$ cat src/rtl/cnt_pkg.sv
package cnt_pkg;

    localparam int unsigned STAGE_W = 4;

    typedef enum logic [1:0] {
        ACT_CLEAR,
        ACT_LOAD,
        ACT_STEP,
        ACT_KEEP
    } act_e;

    typedef struct packed {
        logic clear_n;
        logic load_n;
        logic en_par;
        logic en_trk;
    } ctl_t;

    // Fixed ranking: clear, load, step, keep.
    function automatic act_e pick_action(ctl_t c);
        if (!c.clear_n)                 return ACT_CLEAR;
        else if (!c.load_n)             return ACT_LOAD;
        else if (c.en_par && c.en_trk)  return ACT_STEP;
        else                            return ACT_KEEP;
    endfunction

endpackage

$ cat src/rtl/cnt_decode.sv
module cnt_decode
    import cnt_pkg::*;
(
    input  ctl_t ctl,
    output act_e act
);

    always_comb begin
        act = pick_action(ctl);
    end

endmodule

$ cat src/rtl/cnt_stage.sv
module cnt_stage
    import cnt_pkg::*;
#(
    parameter int unsigned W         = STAGE_W,
    parameter bit          ASYNC_CLR = 1'b1
) (
    input  logic         clk,
    input  logic         clear_n,
    input  logic         load_n,
    input  logic         en_par,
    input  logic         en_trk,
    input  logic [W-1:0] din,
    output logic [W-1:0] q,
    output logic         tc
);

    localparam logic [W-1:0] TOP_VAL = {W{1'b1}};
    localparam logic [W-1:0] ONE     = {{(W-1){1'b0}}, 1'b1};

    ctl_t         ctl;
    act_e         act;
    logic [W-1:0] q_nxt;

    assign ctl = '{clear_n: clear_n, load_n: load_n, en_par: en_par, en_trk: en_trk};

    cnt_decode u_dec (
        .ctl (ctl),
        .act (act)
    );

    always_comb begin
        unique case (act)
            ACT_CLEAR: q_nxt = '0;
            ACT_LOAD:  q_nxt = din;
            ACT_STEP:  q_nxt = q + ONE;
            default:   q_nxt = q;
        endcase
    end

    generate
        if (ASYNC_CLR) begin : g_async
            always_ff @(posedge clk or negedge clear_n) begin
                if (!clear_n) q <= '0;
                else          q <= q_nxt;
            end
        end else begin : g_sync
            always_ff @(posedge clk) begin
                q <= q_nxt;
            end
        end
    endgenerate

    // Terminal count: trickle enable and all ones only; parallel enable excluded.
    assign tc = en_trk & (q == TOP_VAL);

endmodule

$ cat src/rtl/cnt_chain.sv
module cnt_chain
    import cnt_pkg::*;
#(
    parameter int unsigned STAGES    = 2,
    parameter int unsigned W         = STAGE_W,
    parameter bit          ASYNC_CLR = 1'b1
) (
    input  logic                  clk,
    input  logic                  clear_n,
    input  logic                  load_n,
    input  logic                  en_par,
    input  logic                  en_trk,
    input  logic [STAGES*W-1:0]   din,
    output logic [STAGES*W-1:0]   q,
    output logic                  carry_out
);

    localparam int unsigned TOTAL = STAGES * W;

    logic [STAGES:0] trk_link;

    assign trk_link[0] = en_trk;

    generate
        for (genvar g = 0; g < STAGES; g++) begin : g_stage
            cnt_stage #(
                .W         (W),
                .ASYNC_CLR (ASYNC_CLR)
            ) u_stg (
                .clk     (clk),
                .clear_n (clear_n),
                .load_n  (load_n),
                .en_par  (en_par),
                .en_trk  (trk_link[g]),
                .din     (din[g*W +: W]),
                .q       (q[g*W +: W]),
                .tc      (trk_link[g+1])
            );
        end
    endgenerate

    assign carry_out = trk_link[STAGES];

endmodule

$ cat config.mk
export PLATFORM = sky130hd
export DESIGN_NAME = cnt_chain
export DESIGN_NICKNAME = d
export VERILOG_FILES = /design/src/rtl/cnt_pkg.sv /design/src/rtl/cnt_decode.sv /design/src/rtl/cnt_stage.sv /design/src/rtl/cnt_chain.sv
export SDC_FILE = /design/constraint.sdc
export NUM_CORES = 1
export LEC_CHECK = 0
export BUFFER_PORTS_ARGS = -buffer_cell sky130_fd_sc_hd__buf_2
export CAP_MARGIN = 40
export CORE_AREA = 2 2 39 41
export CTS_CLUSTER_DIAMETER = 80
export DETAILED_ROUTE_END_ITERATION = 10
export DIE_AREA = 0 0 41 43
export HOLD_SLACK_MARGIN = 0.12
export PLACE_DENSITY_LB_ADDON = 0.1
export SLEW_MARGIN = 20
export SYNTH_ARGS = -nofsm -noshare
export SYNTH_HDL_FRONTEND = slang
export SYNTH_SLANG_ARGS = --single-unit
$ cat constraint.sdc
create_clock -name clk -period 4.4 [get_ports clk]
set_clock_uncertainty 0.15 [all_clocks]
set_input_delay 0.66 -clock clk [delete_from_list [all_inputs] [get_ports clk]]
set_output_delay 0.66 -clock clk [all_outputs]
set_load 0.005 [all_outputs]
[Word level (Yosys, flattened, before mapping)]
Cells that the tools add are included.
Widths: inputs -> output; s select.
Word-level totals
  register bits after elaboration: 8
  latch bits: 0
  bits in writable memories: 0
  memory bits (read-only): 0
  output and inout port bits: 9
  memories: 0
Cells by class
  add/subtract/negate cells: 2
  multiply operators: 0
  div/mod/pow operators: 0
  order comparisons: 0
  equal/unequal tests: 6
  shift operators: 0
  muxes and demuxes: 8
  bitwise gates (word level): 2
  reduce and logical (&&, ||, !) cells: 6
Operator list (number)
  $pmux 4 s3: 2
  $add 4x1->4 const B: 2
  $eq 4x4->1 const B: 2
  $mux 2: 4
  $reduce_bool 3->1: 2
  $eq 2x1->1 const B: 2
  $eq 2x2->1 const B: 2
  $logic_not 2->1: 2
  $and 1x1->1: 2
  $logic_and 1x1->1: 2
  $mux 1: 2

[Logic depth before layout (Yosys ltp)]
Gate-level depths: netlist of the first run.
  depth in word-level cells: 8
  gate-level depth with buffers: 4
  gate-level depth less buffers: 4

[Modules after synthesis]
Synthesis of the first run repeated with hierarchy kept, for this count alone.
Second synthesis, totals
  cells, all modules: 62
  area, all modules: 598.1 um^2
Modules (own cells, without submodules)
  cnt_stage: instances 2, cells an instance 28, area each 281.5 um^2, sequential area each 100.1 um^2
  cnt_decode: instances 2, cells an instance 3, area each 17.5 um^2, sequential area each 0.0 um^2

[Worst setup path before layout of the first run]
No wires, ideal clock.
  path type: register to output
  start point: register g_stage[0].u_stg.q[0]
  end point: output carry_out
  data arrival time: 0.863 ns
  path slack: 2.727 ns
  stages on the path, launching flop included: 4
  cells stage by stage: dfrtp_1 -> ha_1 -> nand4_1 -> nor2_1
On the way
  word-level cells in the longest chain between the ends: 3
RTL lines
  from (decl): line cnt_stage.sv:13  | output logic [W-1:0] q,
  from (signal assigned): line cnt_stage.sv:44  | else q <= q_nxt;
  $eq 4x4->1: line cnt_stage.sv:54  | assign tc = en_trk & (q == TOP_VAL);
  $and 1x1->1 (2 in a row): line cnt_stage.sv:54
  to (decl): line cnt_chain.sv:15  | output logic carry_out
No other way between the ends.

[Worst setup path after layout of the first run]
Same ends and word-level chain as after synthesis.

==> out/results.ini, run 1 <==
[run]
cap_violations=0

[synthesis]
async_flop_share_pct=100
syn_area_um2=464
synthMuxAreaShare_pct=0
yosysTopAreaCell=dfrtp_1
synth_most_common_cell=o21ai_0
ys.flop_type=dfrtp_1
synth_top_family_by_area=compound AO/OA/AOI/OAI gates
syn_inst=52
ys_types=21
yosysSeqAreaShare_pct=43.1
synth_top_area_share_pct=43.1
syn-mean-instance-area_um2=8.93
ys_top_cells_by_area=dfrtp_1, o21ai_0, nand3_1
synth_xor_area_share_pct=3.77
synth_common_cells=o21ai_0, dfrtp_1, nand3_1
synthSimpleGateAreaFrac_pct=19.9
syn_nets=67
synth_compound_area_share_pct=25.1
synth-edff-count=0
synth_adder_area_share_pct=5.39
yosys_register_bits=8
yosys_warnings=0

[setup_path]
timing.rr.end=g_stage[1].u_stg.q[3]
startpoint_type=flip-flop
cp-startpoint=g_stage[0].u_stg.q[0]
arrival_ps=1240
crit_family=flip-flops
critPathKind=reg -> out
critPathMaxFanout=4
reg2reg_depth=4
endpoint=carry_out
r2r-start=g_stage[0].u_stg.q[0]
cp_slowest_cell=dfrtp_1
path_depth=4
worstPathRequired_ps=3590
end_kind=output port
crit_buf_inv=1
crit_chain=ha_1 > nand4_1 > nor2_1 > buf_2
slowest_delay_ps=390
rrSetupSlack_ps=2730

[routing]
first_iter_violations=5
vias_per_cell=5.20
top_layer_used=met3
wirelength_um=1070
drt-met1-wl_um=504
post_drt_wl_per_cell_um=11.9
wl_met2_um=479
route.detailed.drc=0
first_pass_iters=3
ant_nets=0
vias=468
wl_met3_um=84

[finish]
n_antenna_cell=0
reg.largest.list=g_stage.u_stg.q: 8 flops
top_register=g_stage.u_stg.q
layout.nets=91
drive_above_1_share_pct=35.1
area_delta_synth_final_pct=29.9
largest_reg_flops=8

[global_routing]
grt-ovfl-total=0
antenna_found_initial=0
grt_pass1_vias=402
grt_pass1_wl_um=1750
grtUsageTotal_pct=14.9
grt_max_degree=17

[clock_network]
htree_levels=1
cts_buffers=3
path_clk_slew_ps=60
cts_tree=yes
cts-root-buf=clkbuf_4
cts_resized=0
holdBufCountCts=0
cts_setup_buffers=0
clockBufferDepth=2
clk_latency_ps=250
clock-sinks=8

[sta]
drv_slew=0
rsz0062_at_grt=false
fmax_mhz=487
min_period_over_period_pct=46.6
finalCriticalPeriod_ps=2050
tightest_slew_ps=304
slew_headroom_pct=79.7
hold_viol=0
setup_tns_ps=0
setup_violations=0

[floorplanning]
ios=22
core_um2=1380
dieHeight_um=43
die_area_um2=1760
fp.dieW_um=41
initial_core_util_pct=33.5
num_rows=14

[pwr]
power.total_uw=169
p_per_area_nw_per_um2=280
ir_worst_vdd_uv=143
p_leak_uw=0.000277

[min_path]
hold_path.class=in -> async

[placement]
port_buffers=21
gp_congestion=0.718

[run_status]
status=finished clean

cell families (layout without fill, tap and decap cells):
logic type	Yosys count	in the layout
DFF	8	8
AOI/OAI and AO/OA	20	20
xor gates and xnor gates	2	2
adders and majority gates	2	2
buffers and inverters	3	25
and+or+nand+nor	17	17
how the worst min path moves through the flow:
stage	from	cells after the start	endpoint	slack, ps
after CTS	clear_n	1	g_stage[0].u_stg.q[3]	130
after global placement	clear_n	1	g_stage[1].u_stg.q[2]	400
after floorplan	clear_n	0	g_stage[0].u_stg.q[0]	210
after detailed placement	clear_n	1	g_stage[0].u_stg.q[3]	400
final	clear_n	1	g_stage[0].u_stg.q[3]	120
after global routing	clear_n	1	g_stage[0].u_stg.q[3]	140
placed cells by master, fill, tap and decap left out, types with 3 or more instances in the layout:
cell      instances
nand3_1           6
o21ai_0          10
nor2_1            3
a31oi_1           4
clkbuf_4          3
dfrtp_1           8
buf_2            21
final cells by class:
| cell class | count | area (um2) |
|---|---|---|
| multi-input cells | 41 | 251 |
| well taps | 16 | 20.0 |
| fillers | 152 | 781 |
| clock buffers | 3 | 22.5 |
| repair buffers | 21 | 105 |
| inverters | 1 | 3.75 |
| flip-flops and latches | 8 | 200 |
where the power goes:
part / total [uW] / internal (uW) / switching, uW
combinational: 28.1 / 13.2 / 14.9
clock: 55.8 / 31.2 / 24.6
sequential: 84.7 / 78.8 / 5.97
total: 169 / 123 / 45.5
routing by layer:
metal  vias up  track usage, %
met1       205            20.8
met3         0            6.28
met5         -               0
met2        17            19.7
met4         0            6.00
li1        246               -
per-stage QoR:
stage | hold slack, ps | instances | utilization (%) | cell area [um2] | setup WS, ps
2_1_floorplan | 214 | 52 | - | 464 | 2730
3_3_place_gp | 399 | 87 | 42.0 | 581 | 2530
3_5_place_dp | 400 | 87 | 42.0 | 581 | 2490
4_1_cts | 126 | 90 | 43.6 | 603 | 2320
5_1_grt | 137 | 90 | 43.6 | 603 | 2240
6_report | 120 | 90 | 43.6 | 603 | 2350
Power figures use the tool's default switching activity.
==> run 2, diff against run 1 <==
- clock period: 4.4 -> 1.66 ns (I/O delays scaled with it)
==> run 2 against run 1 <==
Clock-buffer cell count is the same. Register-to-register slack worse by 2700 ps. Largest power group unchanged. First-iteration DRC count fell by 40%. Largest cell class unchanged. Die area unchanged. Critical path depth unchanged. Via count grew 6.6%. Clock power grew to 2.7 times the previous value.
==> out/results.ini, run 2 (synthesized netlist as in run 1, its figures left out) <==
[run_status]
status=finished clean  ; unchanged

[clock_network]
clock-sinks=8  ; unchanged
cts_setup_buffers=0  ; unchanged
path_clk_slew_ps=60  ; about the same
htree_levels=1  ; unchanged
cts-root-buf=clkbuf_4  ; unchanged
clk_latency_ps=250  ; about the same
cts_tree=yes  ; unchanged
clockBufferDepth=2  ; unchanged
cts_buffers=3  ; unchanged

[sta]
rsz0062_at_grt=true  ; was false
layout_setup_ws_ps=53.9  ; was 2350 ps
setup_tns_ps=0  ; unchanged
tightest_slew_ps=281  ; was 304 ps
fmax_mhz=623
drv_slew=0  ; unchanged
slew_headroom_pct=81.3  ; was 79.7%
setup_violations=0  ; unchanged
finalCriticalPeriod_ps=1610
hold_viol=0  ; unchanged
min_period_over_period_pct=96.8
hold_ws_ps=141  ; was 120 ps

[pwr]
p_per_area_nw_per_um2=701  ; was 280 nW/um2
p_leak_uw=0.000297  ; was 0.000277 uW
power.total_uw=464  ; was 169 uW
ir_worst_vdd_uv=398  ; was 143 uV

[routing]
ant_nets=0  ; unchanged
vias_per_cell=5.25  ; was 5.20
route.detailed.drc=0  ; unchanged
wirelength_um=1160  ; was 1070 um
post_drt_wl_per_cell_um=12.2  ; was 11.9 um
first_pass_iters=4  ; was 3
vias=499  ; was 468
first_iter_violations=3  ; was 5

[setup_path]
critPathMaxFanout=6  ; was 4
arrival_ps=1620  ; was 1240 ps
rrSetupSlack_ps=50  ; was 2730 ps
critPathKind=reg -> reg  ; was reg -> out
end_kind=flip-flop  ; was output port
startpoint_type=flip-flop  ; unchanged
worstPathRequired_ps=1680  ; was 3590 ps

[floorplanning]
die_area_um2=1760  ; unchanged
initial_core_util_pct=33.5  ; unchanged
fp.dieW_um=41  ; unchanged
ios=22  ; unchanged
core_um2=1380  ; unchanged
num_rows=14  ; unchanged
dieHeight_um=43  ; unchanged

[finish]
area_delta_synth_final_pct=42.6  ; was 29.9%
layout_commonest_cell=buf_2  ; unchanged
drive_above_1_share_pct=38.0  ; was 35.1%
top_register=g_stage.u_stg.q  ; unchanged
layout.nets=96  ; was 91
mostFrequentLayoutCells=buf_2, o21ai_0, dfrtp_1  ; unchanged
reg.largest.list=g_stage.u_stg.q: 8 flops  ; unchanged
n_antenna_cell=0  ; unchanged
fillers=141  ; was 152
largest_reg_flops=8  ; unchanged

[global_routing]
antenna_found_initial=0  ; unchanged
grt_max_degree=17  ; unchanged
grtUsageTotal_pct=14.3  ; was 14.9%
grt-ovfl-total=0  ; unchanged
grt_pass1_wl_um=1720  ; was 1750 um
grt_pass1_vias=429  ; was 402

[placement]
hpwl_um=843
dpl_worst_slack_ps=27.6  ; was 2490 ps
gp_congestion=0.724  ; was 0.718
port_buffers=21  ; unchanged

[min_path]
hold_path.class=in -> reg  ; was in -> async

[run]
cap_violations=0  ; unchanged

[run 2: critical path, stage by stage, from the launching register on]
cell and delay [ps]:
dfrtp_2 410, ha_4 160, nand3_2 120, or4_1 520
a31oi_1 160
[run 2: timing repair]
| action | in CTS | in global routing |
|---|---|---|
| endpoints found under the setup margin | 0 | 3 |
| hold buffers | 3 | 0 |
| gates resized for setup | 0 | 3 |
| endpoints found under the hold margin | 10 | 0 |
[run 2: where the power goes]
group	internal [uW]	switching, uW	total, uW
Sequential	209	16.8	226
Combinational	46.2	43.5	89.6
Clock	82.7	65.9	149
[run 2: area by class of cell]
class	count	area, um2	share of cell area [%]
multi-input cells	41	264	39.9
flip-flops and latches	8	201	30.4
repair buffers	26	150	22.7
clock buffers	3	22.5	3.40
well taps	16	20.0	3.02
inverters	1	3.75	0.567
[run 2: final timing paths]
kind                                       start               endpoint  depth (start not counted)
hold / removal                            din[2]  g_stage[0].u_stg.q[2]                          3
min in group asynchronous                clear_n  g_stage[0].u_stg.q[3]                          2
hold reg to reg            g_stage[1].u_stg.q[3]  g_stage[1].u_stg.q[3]                          2
setup / recovery           g_stage[0].u_stg.q[1]  g_stage[1].u_stg.q[3]                          4
setup reg to reg           g_stage[0].u_stg.q[1]  g_stage[1].u_stg.q[3]                          4
max in group asynchronous                clear_n  g_stage[0].u_stg.q[1]                          2
[run 2: stage by stage]
stage	cells	util [%]	instance area, um2
after detailed placement	89	43.0	596
after CTS	95	46.8	648
after floorplan	52	-	464
final	95	47.8	662
after global placement	89	43.0	596
after global routing	95	47.8	662
[run 2: layer usage]
layer,up-vias,track usage (%),share of wire [%]
li1,256,-,-
met5,-,0,0
met2,17,22.2,46
met3,0,3.66,7.3
met4,0,6.00,0
met1,226,17.8,47
